==> src/rtl/pa_pkg.sv <==
// Shared register addresses and control layout for the pulse accumulator.
// Assumes a 2-bit register address and a 7-bit control register.
package pa_pkg;
    localparam int ADDR_W = 2;
    localparam int CTRL_W = 7;

    typedef enum logic [ADDR_W-1:0] {
        REG_CTRL   = 2'd0,
        REG_FLAG   = 2'd1,
        REG_CNT_LO = 2'd2,
        REG_CNT_HI = 2'd3
    } pa_reg_e;

    // Control register, bit 0 at the bottom.
    typedef struct packed {
        logic hi_en;      // bit 6
        logic lo_en;      // bit 5
        logic edge_ie;    // bit 4
        logic ovf_ie;     // bit 3
        logic edge_pol;   // bit 2
        logic gate_mode;  // bit 1
        logic sys_en;     // bit 0
    } pa_ctrl_t;
endpackage

==> src/rtl/pa_sync_edge.sv <==
// Multi-flop synchroniser followed by an edge detector.
// Assumes din is asynchronous. rise/fall are one-cycle pulses on sync_q changes.
module pa_sync_edge #(
    parameter int STAGES = 2
) (
    input  logic clk,
    input  logic rst_n,
    input  logic din,
    output logic sync_q,
    output logic rise,
    output logic fall
);
    logic [STAGES-1:0] chain;
    logic              prev_q;

    // Shift the pin through the synchroniser and keep the previous level.
    always_ff @(posedge clk) begin
        if (!rst_n) begin
            chain  <= '0;
            prev_q <= 1'b0;
        end else begin
            chain  <= {chain[STAGES-2:0], din};
            prev_q <= chain[STAGES-1];
        end
    end

    assign sync_q = chain[STAGES-1];
    assign rise   = sync_q & ~prev_q;
    assign fall   = ~sync_q & prev_q;
endmodule

==> src/rtl/pa_byte_counter.sv <==
// One counter byte with a direct load and an increment enable.
// Assumes load takes priority over inc. full flags the all-ones value for carry.
module pa_byte_counter #(
    parameter int W = 8
) (
    input  logic         clk,
    input  logic         rst_n,
    input  logic         load,
    input  logic [W-1:0] load_val,
    input  logic         inc,
    output logic [W-1:0] q,
    output logic         full
);
    // Load beats increment; otherwise count on inc.
    always_ff @(posedge clk) begin
        if (!rst_n)    q <= '0;
        else if (load) q <= load_val;
        else if (inc)  q <= q + 1'b1;
    end

    assign full = &q;
endmodule

==> src/rtl/pa_ctrl_regs.sv <==
// Control register, sticky flags and read multiplexer.
// Assumes flags are write-one-to-clear and that a set in the same cycle wins.
module pa_ctrl_regs
    import pa_pkg::*;
#(
    parameter int BYTE_W = 8
) (
    input  logic                 clk,
    input  logic                 rst_n,
    input  logic                 wr_en,
    input  logic [ADDR_W-1:0]    wr_addr,
    input  logic [CTRL_W-1:0]    wr_bits,
    input  logic                 ovf_set,
    input  logic                 edge_set,
    input  logic [BYTE_W-1:0]    cnt_lo,
    input  logic [BYTE_W-1:0]    cnt_hi,
    input  logic [ADDR_W-1:0]    rd_addr,
    output pa_ctrl_t             ctrl,
    output logic                 ovf_flag,
    output logic                 edge_flag,
    output logic [BYTE_W-1:0]    rd_data
);
    logic wr_ctrl, wr_flag;

    assign wr_ctrl = wr_en && (wr_addr == REG_CTRL);
    assign wr_flag = wr_en && (wr_addr == REG_FLAG);

    // Control register: plain read/write storage.
    always_ff @(posedge clk) begin
        if (!rst_n)       ctrl <= '0;
        else if (wr_ctrl) ctrl <= pa_ctrl_t'(wr_bits);
    end

    // Flags: set by events, cleared by writing one, set has priority.
    always_ff @(posedge clk) begin
        if (!rst_n) begin
            ovf_flag  <= 1'b0;
            edge_flag <= 1'b0;
        end else begin
            if (ovf_set)                 ovf_flag  <= 1'b1;
            else if (wr_flag && wr_bits[0]) ovf_flag  <= 1'b0;
            if (edge_set)                edge_flag <= 1'b1;
            else if (wr_flag && wr_bits[1]) edge_flag <= 1'b0;
        end
    end

    // Read multiplexer over the four registers.
    always_comb begin
        rd_data = '0;
        case (rd_addr)
            REG_CTRL:   rd_data[CTRL_W-1:0] = ctrl;
            REG_FLAG:   rd_data[1:0]        = {edge_flag, ovf_flag};
            REG_CNT_LO: rd_data             = cnt_lo;
            default:    rd_data             = cnt_hi;
        endcase
    end

    AST_OVF_SET_WINS: assert property (@(posedge clk) disable iff (!rst_n)
        ovf_set |=> ovf_flag);
    AST_EDGE_SET_WINS: assert property (@(posedge clk) disable iff (!rst_n)
        edge_set |=> edge_flag);
    AST_OVF_W1C: assert property (@(posedge clk) disable iff (!rst_n)
        (wr_flag && wr_bits[0] && !ovf_set) |=> !ovf_flag);
endmodule

==> src/rtl/pulse_accum_top.sv <==
// Pulse accumulator: two counter bytes that run alone or cascade to 16 bits.
// Assumes tick is a one-cycle prescaler enable and lo_evt/hi_evt are
// one-cycle strobes from the capture edge detectors.
module pulse_accum_top
    import pa_pkg::*;
#(
    parameter int BYTE_W      = 8,
    parameter int SYNC_STAGES = 2
) (
    input  logic              clk,
    input  logic              rst_n,
    input  logic              pin_in,
    input  logic              tick,
    input  logic              lo_evt,
    input  logic              hi_evt,
    input  logic              wr_en,
    input  logic [1:0]        wr_addr,
    input  logic [7:0]        wr_data,
    input  logic [1:0]        rd_addr,
    output logic [7:0]        rd_data,
    output logic              pin_sync,
    output logic              ovf_irq,
    output logic              edge_irq
);
    localparam int NUM_BYTES = 2;

    pa_ctrl_t               ctrl;
    logic                   edge_rise, edge_fall;
    logic                   ovf_flag, edge_flag;
    logic                   sel_edge, end_edge, gate_act, step16;
    logic                   ovf_set, edge_set;
    logic [NUM_BYTES-1:0]   byte_wr, byte_inc, byte_full, byte_evt, byte_en;
    logic [BYTE_W-1:0]      byte_q [NUM_BYTES];

    pa_sync_edge #(.STAGES(SYNC_STAGES)) u_sync (
        .clk    (clk),
        .rst_n  (rst_n),
        .din    (pin_in),
        .sync_q (pin_sync),
        .rise   (edge_rise),
        .fall   (edge_fall)
    );

    // Qualify edges and level against the edge/level select bit.
    assign sel_edge = ctrl.edge_pol ? edge_rise : edge_fall;
    assign end_edge = ctrl.edge_pol ? edge_fall : edge_rise;
    assign gate_act = (pin_sync == ctrl.edge_pol);

    assign byte_wr[0] = wr_en && (wr_addr == REG_CNT_LO);
    assign byte_wr[1] = wr_en && (wr_addr == REG_CNT_HI);
    assign byte_evt   = {hi_evt, lo_evt};
    assign byte_en    = {ctrl.hi_en, ctrl.lo_en};

    // One 16-bit step, cancelled by any counter byte write.
    assign step16 = ctrl.sys_en && (byte_wr == '0) &&
                    (ctrl.gate_mode ? (tick && gate_act) : sel_edge);

    // Increment enables: cascaded carry in 16-bit mode, own strobes otherwise.
    always_comb begin
        byte_inc = '0;
        for (int b = 0; b < NUM_BYTES; b++) begin
            if (ctrl.sys_en)
                byte_inc[b] = step16 && ((b == 0) || (&byte_full[b-1 >= 0 ? b-1 : 0]));
            else
                byte_inc[b] = byte_en[b] && byte_evt[b];
        end
    end

    assign ovf_set  = step16 && (&byte_full);
    assign edge_set = ctrl.sys_en && (ctrl.gate_mode ? end_edge : sel_edge);

    for (genvar b = 0; b < NUM_BYTES; b++) begin : g_byte
        pa_byte_counter #(.W(BYTE_W)) u_cnt (
            .clk      (clk),
            .rst_n    (rst_n),
            .load     (byte_wr[b]),
            .load_val (wr_data[BYTE_W-1:0]),
            .inc      (byte_inc[b]),
            .q        (byte_q[b]),
            .full     (byte_full[b])
        );
    end

    pa_ctrl_regs #(.BYTE_W(BYTE_W)) u_regs (
        .clk       (clk),
        .rst_n     (rst_n),
        .wr_en     (wr_en),
        .wr_addr   (wr_addr),
        .wr_bits   (wr_data[CTRL_W-1:0]),
        .ovf_set   (ovf_set),
        .edge_set  (edge_set),
        .cnt_lo    (byte_q[0]),
        .cnt_hi    (byte_q[1]),
        .rd_addr   (rd_addr),
        .ctrl      (ctrl),
        .ovf_flag  (ovf_flag),
        .edge_flag (edge_flag),
        .rd_data   (rd_data)
    );

    assign ovf_irq  = ovf_flag  && ctrl.ovf_ie;
    assign edge_irq = edge_flag && ctrl.edge_ie;

    AST_OVF_WRAP: assert property (@(posedge clk) disable iff (!rst_n)
        $rose(ovf_flag) |-> ({byte_q[1], byte_q[0]} == '0 &&
                             $past({byte_q[1], byte_q[0]}) == '1));
    AST_WRITE_WINS: assert property (@(posedge clk) disable iff (!rst_n)
        byte_wr[0] |=> (byte_q[0] == $past(wr_data[BYTE_W-1:0])));
    AST_BYTE_IDLE: assert property (@(posedge clk) disable iff (!rst_n)
        (!ctrl.sys_en && !ctrl.lo_en && !byte_wr[0]) |=> $stable(byte_q[0]));
    AST_STROBES_IGNORED: assert property (@(posedge clk) disable iff (!rst_n)
        (ctrl.sys_en && !ctrl.gate_mode && !edge_rise && !edge_fall && byte_wr == '0)
        |=> $stable({byte_q[1], byte_q[0]}));
    AST_NO_EDGE_FLAG_8BIT: assert property (@(posedge clk) disable iff (!rst_n)
        (!ctrl.sys_en && !edge_flag) |=> !edge_flag);
endmodule

==> config.mk <==
export PLATFORM = sky130hd
export DESIGN_NAME = pulse_accum_top
export DESIGN_NICKNAME = d
export VERILOG_FILES = /design/src/rtl/pa_pkg.sv /design/src/rtl/pa_sync_edge.sv /design/src/rtl/pa_byte_counter.sv /design/src/rtl/pa_ctrl_regs.sv /design/src/rtl/pulse_accum_top.sv
export SDC_FILE = /design/constraint.sdc
export NUM_CORES = 1
export LEC_CHECK = 0
export BUFFER_PORTS_ARGS = -buffer_cell sky130_fd_sc_hd__buf_2
export CORE_MARGIN = 2
export CORE_UTILIZATION = 35
export DETAILED_ROUTE_END_ITERATION = 6
export PLACE_DENSITY = 0.58
export SLEW_MARGIN = 20
export SYNTH_ARGS = -nofsm -noshare
export SYNTH_HDL_FRONTEND = slang
export SYNTH_SLANG_ARGS = --single-unit
==> constraint.sdc <==
create_clock -name clk -period 4.2 [get_ports clk]
set_input_delay 0.42 -clock clk [delete_from_list [all_inputs] [get_ports clk]]
set_output_delay 0.42 -clock clk [all_outputs]
set_load 0.005 [all_outputs]
==> flow_summary.yaml <==
global_routing:
  grt_max_degree: 31
  track_usage: 0.1643
  grt_antenna_before_repair: 0
  grt_pass1_wl_um: 6720
  first_global_vias: 1323
  grt_overflow_total: 0
floorplan:
  num_rows: 24
  initial_core_util: 0.3647
  dieArea_um2: 5092
  ios: 30
  die-height_um: 71.36
  die_w_um: 71.36
  coreArea_um2: 4354
placed_design:
  dp_hpwl_um: 2846
  finalWeightedCongestion: 0.7772
  dp.cells: 248
  io_buffers: 29
logic_synthesis:
  syn-mean-instance-area_um2: 9.073
  synth_warnings: 0
  synth_compound_area_frac: 0.2262
  synth-simple-area-share: 0.1805
  syn_area_um2: 1588
  synth_top_family_by_area: "compound AO/OA/AOI/OAI gates"
  ys_seq_area_frac: 0.3530
  synth_fa_ha_area_frac: 0.01576
  synth_nets: 196
  synthCells: 175
  synthXorXnorAreaFrac: 0.07171
  synthMuxAreaShare: 0.1292
  ys_types: 39
  synth_seq_cells: 28
finish:
  final_nets: 222
  layout.cells.non_filler: 252
  regArea_um2: 560.5
  final_common_cell: "buf_2"
  layout-drive-gt1-share: 0.2250
  synthToLayoutAreaGrowth_pct: 15.05
  fillers: 431
  utilization: 0.4195
  multi_input_area_um2: 989.7
  diodes: 0
  layout_common_cells: "29 x buf_2, 28 x dfxtp_1, 18 x a21oi_1, 18 x o21ai_0, 10 x mux2i_1"
clock_tree:
  clock_latency_ns: 0.27
  cts_hold_buf: 0
  cts_root_buf: "clkbuf_8"
  cts_setup_buffers: 0
  cts_resized: 0
  cts_sinks: 28
  cts_buffer_depth: 2
  cts_made_buffers: 3
  h-tree-depth: 1
  cts_tree: "yes"
  clk_pin_slew_worst_paths_ns: 0.10
setup_path:
  slowest_delay_ns: 0.60
  reg2reg_slack_ns: 2.46
  crit_chain: "buf_2 -> mux4_1 -> buf_2"
  arrival_ns: 1.40
  rr_worst_depth: 5
  cpMaxStageDelayCell: "mux4_1"
  path_max_fanout: 9
  start_kind: "input port"
  worst_path_most_repeated_cell: "buf_2"
  critical_path_class: "in2out"
  endpoint_kind: "output port"
  worstPathRequired_ns: 3.78
sta:
  period_minus_slack_ns: 1.821
  rsz0062_at_grt: "no"
  post-route-period-util: 0.4336
  tightest_slew_ns: 0.6048
  finalClockSkew_ns: 0.001074
  hold_violations: 0
  setup_viol: 0
  max_slew_margin: 0.5956
  setup_tns_ns: 0
  max_clock_freq_mhz: 549.1
  finalMaxSlewViolations: 0
route:
  first_iter_violations: 70
  vias: 1355
  viasPerCell: 5.377
  finalWirelength_um: 3962
  drc_errors: 0
  drtAntennaViolNets: 0
  wl_per_cell_um: 15.72
  dr.pass1.iters: 4
power_and_ir_drop:
  powerDensity_nw_per_um2: 290.2
  power_frac_clock: 0.325
  p_sw_frac: 0.2573
  p_switching_uw: 136.4
  fin_total_pwr_uw: 530.1
  p_int_uw: 393.7
  seq_power_share: 0.548
  peakVddDrop_uv: 142.5
  combPwrFrac: 0.127
  leakage_nw: 0.7268
hold_path:
  hold_class: "in2reg"
  holdPathStages: 2
outcome:
  status: "finished clean"
run:
  max_cap_viol_count: 0
critical path: cells and delay by family:
family	cells	cell delay (ns)
muxes	1	0.60
buffers and inverters	2	0.38
Yosys cell counts (all sizes together):
cell | instances | share of area
nand3b | 4 | 0.021
mux2 | 5 | 0.035
o211a | 1 | 0.0063
nand4 | 3 | 0.012
o2111ai | 3 | 0.017
mux4 | 2 | 0.031
xor2 | 7 | 0.039
a21boi | 3 | 0.014
a21oi | 19 | 0.062
inv | 1 | 0.0024
nand2 | 7 | 0.017
clkbuf | 7 | 0.017
a22oi | 1 | 0.0047
a211oi | 3 | 0.017
o21a | 2 | 0.0095
ha | 2 | 0.016
and3 | 5 | 0.020
nand2b | 2 | 0.0079
dfxtp | 28 | 0.35
nand4b | 2 | 0.011
buf | 2 | 0.0047
nand3 | 4 | 0.013
mux2i | 10 | 0.063
and2 | 5 | 0.020
nor2 | 4 | 0.0095
nor3b | 1 | 0.0047
o221ai | 1 | 0.0055
or2 | 1 | 0.0039
and3b | 1 | 0.0055
nor2b | 9 | 0.035
o21ai | 19 | 0.062
xnor2 | 6 | 0.033
a22o | 5 | 0.028
routing by layer:
layer / track usage / up-vias / share of wire
met5: 0 / - / 0
met4: 0.01887 / 0 / 0.0045
met3: 0.03094 / 2 / 0.036
met2: 0.2510 / 29 / 0.43
met1: 0.2483 / 631 / 0.53
li1: - / 693 / -
flip-flops by register name (all words and copies together) (netlist names):
signal / count
u_sync.chain: 2
u_regs.ovf_flag: 1
u_regs.edge_flag: 1
g_byte.u_cnt.q: 16
u_sync.prev_q: 1
u_regs.ctrl: 7
power groups by stage:
stage	combinational [mW]	clock (mW)	sequential, mW
floorplan	0.0436	0	0.292
global placement	0.0660	0	0.297
detailed placement	0.0670	0	0.297
CTS	0.0674	0.178	0.291
global route	0.0755	0.186	0.292
finish	0.0671	0.173	0.290
per-stage QoR:
stage	area, um2	setup slack, ns	hold slack (ns)
floorplan	1588	2.427	0.4119
global placement	1772	2.393	0.4136
detailed placement	1772	2.390	0.4190
CTS	1827	2.377	0.3303
global route	1827	2.280	0.3358
finish	1827	2.379	0.3396
layout make-up:
cell class              count  area share
inverters                   1    0.002055
multi-input cells         137      0.5418
well taps                  52     0.03562
flip-flops and latches     28      0.3068
clock buffers               4     0.03014
repair buffers             30     0.08356
cell families after synthesis:
| kind of cell | count (synthesis) |
|---|---|
| xor+xnor | 13 |
| buf+inv | 10 |
| flops | 28 |
| fa+ha+maj | 2 |
| compound gates | 57 |
| simple gates | 48 |
| mux | 17 |
final timing paths:
path,endpoint,from
min reg2reg,u_sync.chain[1],u_sync.chain[0]
max,rd_data[1],rd_addr[0]
max reg2reg,g_byte[1].u_cnt.q[5],u_regs.ctrl[0]
min,u_sync.chain[0],pin_in
(Power assumes the default switching activity.)
